[config.mk]
export PLATFORM = sky130hd
export DESIGN_NAME = prio_intc
export DESIGN_NICKNAME = d
export VERILOG_FILES = /design/src/rtl/prio_intc_pkg.sv /design/src/rtl/intc_arbiter.sv /design/src/rtl/intc_prio_lifo.sv /design/src/rtl/prio_intc.sv
export SDC_FILE = /design/constraint.sdc
export NUM_CORES = 1
export LEC_CHECK = 0
export ABC_AREA = 1
export CORE_ASPECT_RATIO = 2
export CORE_MARGIN = 4
export CORE_UTILIZATION = 46
export CTS_CLUSTER_DIAMETER = 40
export DETAILED_ROUTE_END_ITERATION = 6
export GPL_TIMING_DRIVEN = 0
export PLACE_DENSITY = 0.67
export SLEW_MARGIN = 40
export SYNTH_ARGS = -nofsm -noshare
export SYNTH_HDL_FRONTEND = slang
export SYNTH_HIERARCHICAL = 1
export SYNTH_SLANG_ARGS = --single-unit
[constraint.sdc]
create_clock -name clk -period 28.1 [get_ports clk]
set_input_delay 7.025 -clock clk [delete_from_list [all_inputs] [get_ports clk]]
set_output_delay 7.025 -clock clk [all_outputs]
set_load 0.02 [all_outputs]
[src/rtl/prio_intc_pkg.sv]
// Shared constants for the priority interrupt controller.
// Assumes word addressing with byte address = 4 * word index.
package prio_intc_pkg;
    localparam int PRI_W    = 4;
    localparam int VEC_W    = 9;
    localparam int BASE_LSB = 12;
    typedef logic [PRI_W-1:0] pri_t;
    localparam int W_CTRL   = 0;
    localparam int W_LEVEL  = 1;
    localparam int W_ACK    = 2;
    localparam int W_EOI    = 3;
    localparam int W_SRC0   = 4;
endpackage

[src/rtl/intc_arbiter.sv]
// Picks the pending source with the highest priority; ties go to the
// lowest index. Purely combinational. Assumes N_SRC <= 2**VEC_W.
module intc_arbiter
    import prio_intc_pkg::*;
#(
    parameter int N_SRC = 16
) (
    input  logic [N_SRC-1:0]       pending,
    input  logic [N_SRC*PRI_W-1:0] pri_flat,
    output pri_t                   best_pri,
    output logic [VEC_W-1:0]       best_vec
);
    // scan upward, accept only strictly higher so lower index keeps ties
    always_comb begin
        best_pri = '0;
        best_vec = '0;
        for (int i = 0; i < N_SRC; i++) begin
            if (pending[i] && (pri_flat[i*PRI_W +: PRI_W] > best_pri)) begin
                best_pri = pri_flat[i*PRI_W +: PRI_W];
                best_vec = VEC_W'(i);
            end
        end
    end
endmodule

[src/rtl/intc_prio_lifo.sv]
// Circular stack of saved priority levels. A push when full overwrites
// the oldest entry; a pop when empty yields zero on top.
// Assumes DEPTH is a power of two so the pointer wraps naturally.
module intc_prio_lifo #(
    parameter int DEPTH = 16,
    parameter int W     = 4
) (
    input  logic                       clk,
    input  logic                       rst_n,
    input  logic                       push,
    input  logic                       pop,
    input  logic [W-1:0]               din,
    output logic [W-1:0]               top,
    output logic [$clog2(DEPTH+1)-1:0] count
);
    localparam int PTR_W = $clog2(DEPTH);
    localparam int CNT_W = $clog2(DEPTH+1);

    logic [W-1:0]     mem [DEPTH];
    logic [PTR_W-1:0] wptr;
    logic [PTR_W-1:0] tptr;

    assign tptr = wptr - 1'b1;
    // top of stack, zero when empty
    assign top  = (count == '0) ? '0 : mem[tptr];

    // storage, pointer and occupancy update
    always_ff @(posedge clk) begin
        if (!rst_n) begin
            wptr  <= '0;
            count <= '0;
            for (int i = 0; i < DEPTH; i++) mem[i] <= '0;
        end else if (push) begin
            mem[wptr] <= din;
            wptr      <= wptr + 1'b1;
            if (count != CNT_W'(DEPTH)) count <= count + 1'b1;
        end else if (pop && count != '0) begin
            wptr  <= tptr;
            count <= count - 1'b1;
        end
    end
endmodule

[src/rtl/prio_intc.sv]
// Priority interrupt controller top: register bus, per-source priority
// and software-set bits, running level with nesting stack, table-address
// generation on acknowledge. Assumes one bus access per cycle and
// 4 + N_SRC words fitting in ADDR_W-2 word bits.
module prio_intc
    import prio_intc_pkg::*;
#(
    parameter int N_SRC      = 16,
    parameter int LIFO_DEPTH = 16,
    parameter int ADDR_W     = 8
) (
    input  logic              clk,
    input  logic              rst_n,
    input  logic [N_SRC-1:0]  src_irq,
    input  logic              bus_wr,
    input  logic              bus_rd,
    input  logic [ADDR_W-1:0] bus_addr,
    input  logic [31:0]       bus_wdata,
    output logic [31:0]       bus_rdata,
    output logic              irq_req
);
    localparam int WORD_W = ADDR_W - 2;
    localparam int CNT_W  = $clog2(LIFO_DEPTH+1);
    localparam int BASE_W = 32 - BASE_LSB;

    logic [WORD_W-1:0]      word;
    logic                   hw_vec_en;
    logic                   ent8;
    logic [BASE_W-1:0]      tbl_base;
    pri_t                   cur_pri;
    logic [N_SRC*PRI_W-1:0] pri_flat;
    logic [N_SRC-1:0]       sw_set;
    logic [N_SRC-1:0]       pending;
    pri_t                   best_pri;
    logic [VEC_W-1:0]       best_vec;
    logic                   take;
    logic                   pop;
    pri_t                   lifo_top;
    logic [CNT_W-1:0]       lifo_count;
    logic [31:0]            ack_val;
    logic [31:0]            src_rd;

    assign word    = bus_addr[ADDR_W-1:2];
    assign pending = src_irq | sw_set;
    assign irq_req = (best_pri > cur_pri);
    assign take    = bus_rd && (word == WORD_W'(W_ACK)) && irq_req;
    assign pop     = bus_wr && (word == WORD_W'(W_EOI));

    intc_arbiter #(.N_SRC(N_SRC)) u_arb (
        .pending  (pending),
        .pri_flat (pri_flat),
        .best_pri (best_pri),
        .best_vec (best_vec)
    );

    intc_prio_lifo #(.DEPTH(LIFO_DEPTH), .W(PRI_W)) u_lifo (
        .clk   (clk),
        .rst_n (rst_n),
        .push  (take),
        .pop   (pop),
        .din   (cur_pri),
        .top   (lifo_top),
        .count (lifo_count)
    );

    // per-source priority and software-set registers
    for (genvar g = 0; g < N_SRC; g++) begin : g_src
        always_ff @(posedge clk) begin
            if (!rst_n) begin
                pri_flat[g*PRI_W +: PRI_W] <= '0;
                sw_set[g]                  <= 1'b0;
            end else if (bus_wr && word == WORD_W'(W_SRC0 + g)) begin
                pri_flat[g*PRI_W +: PRI_W] <= bus_wdata[PRI_W-1:0];
                sw_set[g]                  <= bus_wdata[8];
            end
        end
    end

    // control and table base registers
    always_ff @(posedge clk) begin
        if (!rst_n) begin
            hw_vec_en <= 1'b0;
            ent8      <= 1'b0;
            tbl_base  <= '0;
        end else if (bus_wr && word == WORD_W'(W_CTRL)) begin
            hw_vec_en <= bus_wdata[0];
            ent8      <= bus_wdata[1];
        end else if (bus_wr && word == WORD_W'(W_ACK)) begin
            tbl_base  <= bus_wdata[31:BASE_LSB];
        end
    end

    // running level: acknowledge raises, end-of-interrupt restores, write sets
    always_ff @(posedge clk) begin
        if (!rst_n)                                    cur_pri <= '0;
        else if (take)                                 cur_pri <= best_pri;
        else if (pop)                                  cur_pri <= lifo_top;
        else if (bus_wr && word == WORD_W'(W_LEVEL))   cur_pri <= bus_wdata[PRI_W-1:0];
    end

    // table address for the acknowledge read
    always_comb begin
        ack_val = {tbl_base, {BASE_LSB{1'b0}}};
        if (irq_req) ack_val = ack_val | (32'(best_vec) << (ent8 ? 3 : 2));
    end

    // source register read view
    always_comb begin
        src_rd = '0;
        for (int i = 0; i < N_SRC; i++) begin
            if (word == WORD_W'(W_SRC0 + i)) begin
                src_rd[PRI_W-1:0] = pri_flat[i*PRI_W +: PRI_W];
                src_rd[8]         = sw_set[i];
            end
        end
    end

    // registered read data
    always_ff @(posedge clk) begin
        if (!rst_n) begin
            bus_rdata <= '0;
        end else if (bus_rd) begin
            case (word)
                WORD_W'(W_CTRL):  bus_rdata <= {30'd0, ent8, hw_vec_en};
                WORD_W'(W_LEVEL): bus_rdata <= {{(32-PRI_W){1'b0}}, cur_pri};
                WORD_W'(W_ACK):   bus_rdata <= ack_val;
                WORD_W'(W_EOI):   bus_rdata <= '0;
                default:          bus_rdata <= src_rd;
            endcase
        end
    end
endmodule

==> results of run 1 <==
critical path: cells and delay by family:
family	cells	cell delay, ns
AOI/OAI and AO/OA	26	3.16
adders and majority gates	15	4.33
buffers and inverters	26	2.19
and+or+nand+nor	59	5.78
state kept, by name, summed over array words and instances (netlist names):
| signal | count |
|---|---|
| hw_vec_en | 1 |
| tbl_base | 20 |
| u_lifo/count | 5 |
| sw_set | 16 |
| u_lifo/wptr | 4 |
| ent8 | 1 |
| pri_flat | 64 |
| bus_rdata | 32 |
| u_lifo/mem | 64 |
| cur_pri | 4 |
per-stage QoR:
stage / util (%) / std cells / setup WS [ns] / cell area, µm²
2_1_floorplan: - / 1794 / -0.0794 / 13000
3_3_place_gp: 51.5 / 2228 / -2.98 / 14200
3_5_place_dp: 51.5 / 2228 / -3.28 / 14200
4_1_cts: 57.3 / 2351 / -1.71 / 15900
5_1_grt: 59.4 / 2374 / -2.56 / 16400
6_report: 59.4 / 2374 / -1.45 / 16400
path summary, 6_finish.rpt:
path / from / to / slack (ns) / cells after the start
worst max-delay path: src_irq[0] / irq_req / -1.45 / 126
worst min-delay path: tbl_base[3]$_SDFFE_PN0P_ / bus_rdata[15]$_SDFFE_PN0P_ / 0.46 / 2
worst max register to register: pri_flat[0]$_SDFFE_PN0P_ / u_lifo/mem[12][1]$_SDFFCE_PN0P_ / 10.13 / 133
worst min register to register: tbl_base[3]$_SDFFE_PN0P_ / bus_rdata[15]$_SDFFE_PN0P_ / 0.46 / 2
cells in the final DEF, fill, tap and decap left out, types with 9 or more instances in the layout:
| cell | netlist | layout |
|---|---|---|
| buf_4 | 11 | 111 |
| ha_1 | 58 | 35 |
| nand2_4 | 21 | 36 |
| clkbuf_16 | 0 | 26 |
| inv_1 | 185 | 172 |
| nor2_2 | 28 | 27 |
| nor2_1 | 181 | 179 |
| o21ai_0 | 149 | 113 |
| inv_2 | 16 | 29 |
| a21oi_1 | 143 | 140 |
| dfxtp_1 | 147 | 147 |
| o21bai_1 | 24 | 24 |
| clkbuf_1 | 33 | 39 |
| nand3_1 | 139 | 132 |
| ha_4 | 0 | 22 |
| nand3_2 | 22 | 27 |
| nand2_1 | 415 | 384 |
| or2_2 | 21 | 20 |
| o21ai_4 | 0 | 10 |
| nand2_2 | 25 | 42 |
| edfxtp_1 | 64 | 64 |
| clkdlybuf4s50_1 | 0 | 80 |
| nor2_4 | 14 | 17 |
| buf_6 | 8 | 13 |
| nand4_1 | 30 | 30 |
| o21ai_2 | 0 | 13 |
| o21ai_1 | 3 | 16 |
| o211ai_1 | 9 | 9 |
metal layers:
layer	share of wire, %	global-route usage, %	up-vias
met5	0	0	-
met1	32	23.3	5932
met2	56	51.7	467
li1	-	-	6322
met4	7.7	16.5	0
met3	4.1	2.37	184
cell families (layout without fill, tap and decap cells):
family          after synthesis  count (layout)  share of synthesized area (%)
xor+xnor                      6               6                          0.524
fa+ha+maj                    59              59                           5.78
simple gates                906             907                           33.3
flops                       211             211                           37.7
compound gates              340             340                           14.1
buf+inv                     267             494                           8.61
other cells                   1               5                         0.0291
Yosys cell counts, drive strengths merged, types with 2 or more instances:
cell    count
o211ai      9
edfxtp     64
nand4      32
clkbuf     33
o21bai     24
clkinv      7
ha         58
dfxtp     147
inv       202
nor3        3
nand3     162
xnor2       2
nand2     461
buf        25
a21oi     144
xor2        4
a31oi       3
or2        23
o21ai     152
nor2      223
what timing repair did:
item / in CTS / in global routing
resized for setup: 75 / 74
pin swaps: 102 / 117
endpoints found under the setup margin: 1 / 1
setup buffers: 80 / 23
gates cloned: 1 / 0
area by class of cell:
| class | count | area (µm²) |
|---|---|---|
| fill | 2508 | 11200 |
| multi-input combinational | 1317 | 7620 |
| clock inverter | 7 | 58.8 |
| clock buffer | 35 | 714 |
| sequential | 211 | 4860 |
| timing repair buffer | 185 | 1610 |
| tap | 352 | 440 |
| buffer | 58 | 324 |
| inverter | 209 | 790 |
==> metrics.md, run 1 <==
| Metric | Value |
|---|---|
| Max-cap violation count | `0` |
| Slowest-stage cell, CP | `ha_1` |
| Hold Slack | `0.462 ns` |
| Synth async-reset ratio | `0%` |
| Routability congestion estimate | `just under 1` |
| Syn-to-layout area delta | `27.3%` |
| Cell Rows | `86` |
| Total die area | `31000 µm²` |
| I/O pin total | `93` |
| Grt total ovfl | `0` |
| CTS Sinks | `roughly 210` |
| Total core area | `27700 µm²` |
| GRT Resource Usage Total | `25.6%` |
| Share of layout cells above drive strength 1 | `20.9%` |
| DRT antenna net count | `0` |
| CP Launch Type | `input pin` |
| CTS tree | `yes` |
| Setup CP Type | `in2out` |
| Final period utilization | `105%` |
| Syn Area/Cell | `around 7.2 µm²` |
| First DRT Iteration DRCs | `740` |
| Largest net degree at the start of global routing | `15` |
| RSZ-0062 raised after global routing | `true` |
| Number of global-route vias before repair | `12740` |
| Syn. warnings | `6` |
| Clock Tree Buf Depth | `3` |
| H-tree depth | `1` |
| Final Hold Viols | `0` |
| Max_slew headroom | `44.8%` |
| Pre-Repair DR Iteration Count | `6` |
| Cts bufs inserted | `24` |
| Min-Delay Path Class | `reg2reg` |
| Top cell type's share of synthesized area | `between 20 and 25%` |
| Port Buffers | `82` |
| Status | `finished, violations left` |
| Die W | `126 µm` |
| Synth cell types | `50` |
| Largest cells by area after synthesis | `dfxtp_1, edfxtp_1, nand2_1` |
| Chip height | `245 µm` |
| Vias after detailed routing | `about 13000` |
| Clk_lat worst skew | `0.52 ns` |
| Area leader, netlist | `dfxtp_1` |
| Worst slew pin tran | `0.828 ns` |
| Initial antenna violation count | `0` |
| Post-synth EDFFs | `64` |
| WL/cell | `approximately 18 µm` |
| Inserted Diodes | `0` |
| Ys flop type | `dfxtp_1` |
| Final nets | `around 2100` |
| Mapped Cells | `1790` |
| Failing checks | `negative setup slack` |
| TNS Setup | `-1.45 ns` |
| Worst-path clk slew | `0.07 ns` |
| CP required | `21.08 ns` |
| Critical path arrival | `22.52 ns` |
| CP Capture Type | `primary output` |
| Syn Std Cell Area | `12900 µm²` |
| Most frequent CP cell | `nand2_2` |
| Post-layout min period | `just under 30 ns` |
| Post-DP HPWL | `31100 µm` |
| Slew Limit Fails | `0` |
| Max Freq | `0.0338 GHz` |
| Yosys reg bits | `about 210` |
| Final Skew | `0.0146 ns` |
| CTS Hold Bufs | `0` |
| WL final | `around 42000 µm` |
| Sequential fraction of the synthesis area | `37.7%` |
| First-pass GRT wire length | `63300 µm` |
| PnR worst setup slack | `-1.45 ns` |
| CP max FO | `8` |
| Via density per instance | `5.44` |
| Initial Utilization | `a little under half` |
| CTS root buf | `clkbuf_16` |
| Max stage delay on crit path | `0.34 ns` |
| Final Setup Violations | `1` |
| Drt drc | `0` |
Power of run 1 is left out: the tool's default activity adds up to more than one toggle a clock period on the data nets, which glitch-free logic cannot reach.
==> run 2: changes to the inputs <==
--- a/config.mk
+++ b/config.mk
@@ -8,12 +8,12 @@
 export ABC_AREA = 1
 export CORE_ASPECT_RATIO = 2
 export CORE_MARGIN = 4
-export CORE_UTILIZATION = 46
+export CORE_UTILIZATION = 56
+export CTS_BUF_LIST = sky130_fd_sc_hd__clkbuf_4 sky130_fd_sc_hd__clkbuf_8
 export CTS_CLUSTER_DIAMETER = 40
 export DETAILED_ROUTE_END_ITERATION = 6
 export GPL_TIMING_DRIVEN = 0
-export PLACE_DENSITY = 0.67
-export SLEW_MARGIN = 40
+export PLACE_DENSITY = 0.8
 export SYNTH_ARGS = -nofsm -noshare
 export SYNTH_HDL_FRONTEND = slang
 export SYNTH_HIERARCHICAL = 1
==> run 2 against run 1 <==
The flow still finishes with violations (negative setup slack). Design area grew 0.25%. Register-to-register slack lost 0.79 ns. Die area shrank 17%. Core utilization grew 13 points. Clock skew grew 0.013 ns. Critical path depth grew 10. Global-route usage grew 6.8 points. First-iteration DRC count grew 35%. Cell count shrank 1.5%. Sequential share of layout area shrank 0.074 points. Critical path type unchanged. Critical endpoint unchanged.
==> metrics.md, run 2 (synthesis gave the netlist of run 1 again) <==
| Metric | Value |
|---|---|
| Final nets | `2153 (+1.3%)` |
| Clock Tree Buf Depth | `3 (unchanged)` |
| PnR worst setup slack | `-2.14 ns (-0.698 ns)` |
| Initial Utilization | `56.7% (+10 points)` |
| Final Skew | `0.0271 ns (+0.0125 ns)` |
| Grt total ovfl | `0 (unchanged)` |
| Initial antenna violation count | `1 (+1)` |
| Final Setup Violations | `1 (unchanged)` |
| Post-layout min period | `30.24 ns (+0.698 ns)` |
| Worst-path clk slew | `0.07 ns (about the same)` |
| Worst reg2reg path depth | `143 (+7.5%)` |
| H-tree depth | `1 (unchanged)` |
| Max Freq | `0.0331 GHz (-2.3%)` |
| Setup CP Type | `in2out` |
| Slowest-stage cell, CP | `ha_1` |
| Pre-Repair DR Iteration Count | `6 (unchanged)` |
| CP Capture Type | `primary output` |
| Most frequent cells in the layout | `nand2_1, nor2_1, inv_1` |
| GRT Resource Usage Total | `32.3% (+6.8 points)` |
| Register area | `4860 µm² (unchanged)` |
| Most common cell after layout, fill and taps aside | `nand2_1` |
| Min-Delay Path Class | `reg2reg` |
| Hold EP | `bus_rdata[17]$_SDFFE_PN0P_` |
| Chip height | `223 µm (-9.1%)` |
| I/O pin total | `93 (unchanged)` |
| Area of the multi-input gates | `7620 µm² (about the same)` |
| CTS Sinks | `211 (unchanged)` |
| Via density per instance | `5.89 (+8.4%)` |
| WL final | `43900 µm (+4.9%)` |
| Number of global-route vias before repair | `13781 (+8.2%)` |
| Port Buffers | `82 (unchanged)` |
| CTS root buf | `clkbuf_8` |
| Cts bufs inserted | `29 (+21%)` |
| Share of layout cells above drive strength 1 | `22.3% (+1.4 points)` |
| RSZ-0062 raised after global routing | `true` |
| First-pass GRT wire length | `66100 µm (+4.5%)` |
| Final core occ | `72.4% (+13 points)` |
| Total die area | `25700 µm² (-17%)` |
| R2R Path Start | `pri_flat[0]$_SDFFE_PN0P_` |
| Cell count after placement | `2156 (-3.2%)` |
| Final Non-Filler Cells | `2338 (-1.5%)` |
| Worst slew pin tran | `0.833 ns (+0.00544 ns)` |
| Critical path arrival | `23.22 ns (+0.70 ns)` |
| Flop2flop setup slack | `9.34 ns (-0.79 ns)` |
| Clk_lat worst skew | `0.60 ns (+0.08 ns)` |
| Max_slew headroom | `44.5% (-0.36 points)` |
| Status | `finished, violations left` |
| Cell Rows | `78 (-9.3%)` |
| CTS tree | `yes` |
| Hold Crit Start | `tbl_base[5]$_SDFFE_PN0P_` |
| DRT antenna net count | `0 (unchanged)` |
| Slew Limit Fails | `0 (unchanged)` |
| WL/cell | `18.8 µm (+6.6%)` |
| Syn-to-layout area delta | `27.6%` |
| Most frequent CP cell | `nand2_2` |
| R2R Path End | `u_lifo/mem[14][3]$_SDFFCE_PN0P_` |
| Routability congestion estimate | `0.929 (-4.4%)` |
| Failing checks | `negative setup slack` |
| Hold path depth | `2 (unchanged)` |
| Largest net degree at the start of global routing | `16 (+1)` |
| Biggest regs | `pri_flat (64), u_lifo/mem (64), bus_rdata (32)` |
| Drt drc | `0 (unchanged)` |
| Final period utilization | `108% (+2.5 points)` |
| CP required | `21.08 ns (about the same)` |
| Max-cap violation count | `0 (unchanged)` |
| Filler instances | `1730 (-31%)` |
| Post-DP HPWL | `30400 µm (-2.2%)` |
| Total core area | `22700 µm² (-18%)` |
| Max stage delay on crit path | `0.33 ns (about the same)` |
| CP max FO | `8 (unchanged)` |
| CP Launch Type | `input pin` |
| Vias after detailed routing | `13780 (+6.8%)` |
| Die W | `115 µm (-8.8%)` |
| Final Hold Viols | `0 (unchanged)` |
| First DRT Iteration DRCs | `1001 (+35%)` |
| CTS Hold Bufs | `0 (unchanged)` |
| Crit path from | `src_irq[0]` |
==> run 2: changes by cell type in the layout (fill, tap and decap cells not counted), moves of 5 or more <==
cell and delta:
clkbuf_1 -6, clkbuf_4 +10, clkbuf_16 -26, nand2_1 +5, bufinv_16 +5, clkbuf_8 +33
o21ai_2 +6, buf_4 +17
==> run 2: routing by layer <==
layer  track usage (%)  routed length (µm)  vias up
li1                  -                   -     6391
met1              28.5               13300     6364
met2              61.2               23500      690
met3              4.39                2400      335
met4              27.2                4610        0
met5                 0                   0        -
==> run 2: worst max-delay path, delay by kind of cell <==
family                     cells  cell delay (ns)
buffers and inverters         37             3.54
adders and majority gates     13             3.80
AOI/OAI and AO/OA             24             2.66
and+or+nand+nor               62             6.11
==> run 2: per-stage QoR <==
stage	hold WS (ns)	area, µm²	TNS, ns	setup slack [ns]
floorplan	0.437	13000	-0.0794	-0.0794
global placement	0.444	14100	-2.80	-2.80
detailed placement	0.454	14100	-3.29	-3.29
CTS	0.460	15900	-1.77	-1.77
global route	0.478	16500	-3.16	-3.16
finish	0.455	16500	-2.14	-2.14
==> run 2: layout make-up <==
class | count | share of cell area, %
Tap cell | 280 | 2.13
Clock buffer | 46 | 3.47
Antenna cell | 1 | 0.0152
Buffer | 58 | 1.97
Multi-Input combinational cell | 1319 | 46.3
Timing Repair Buffer | 206 | 10.7
Sequential cell | 211 | 29.5
Clock inverter | 8 | 1.04
Inverter | 209 | 4.81
==> run 2: what timing repair did <==
item,CTS,global route
gates resized for setup,81,65
endpoints found under the setup margin,1,1
cloned,4,0
hold endpoints to repair,0,0
buffers inserted,93,31
pin swaps,103,107
==> run 2: how the worst max path moves through the flow <==
stage / slack [ns] / endpoint
after detailed placement: -3.29 / irq_req
after global placement: -2.80 / irq_req
after CTS: -1.77 / irq_req
after global routing: -3.16 / irq_req
final: -2.14 / irq_req
after floorplan: -0.08 / irq_req
Power of run 2 is left out for the same reason.
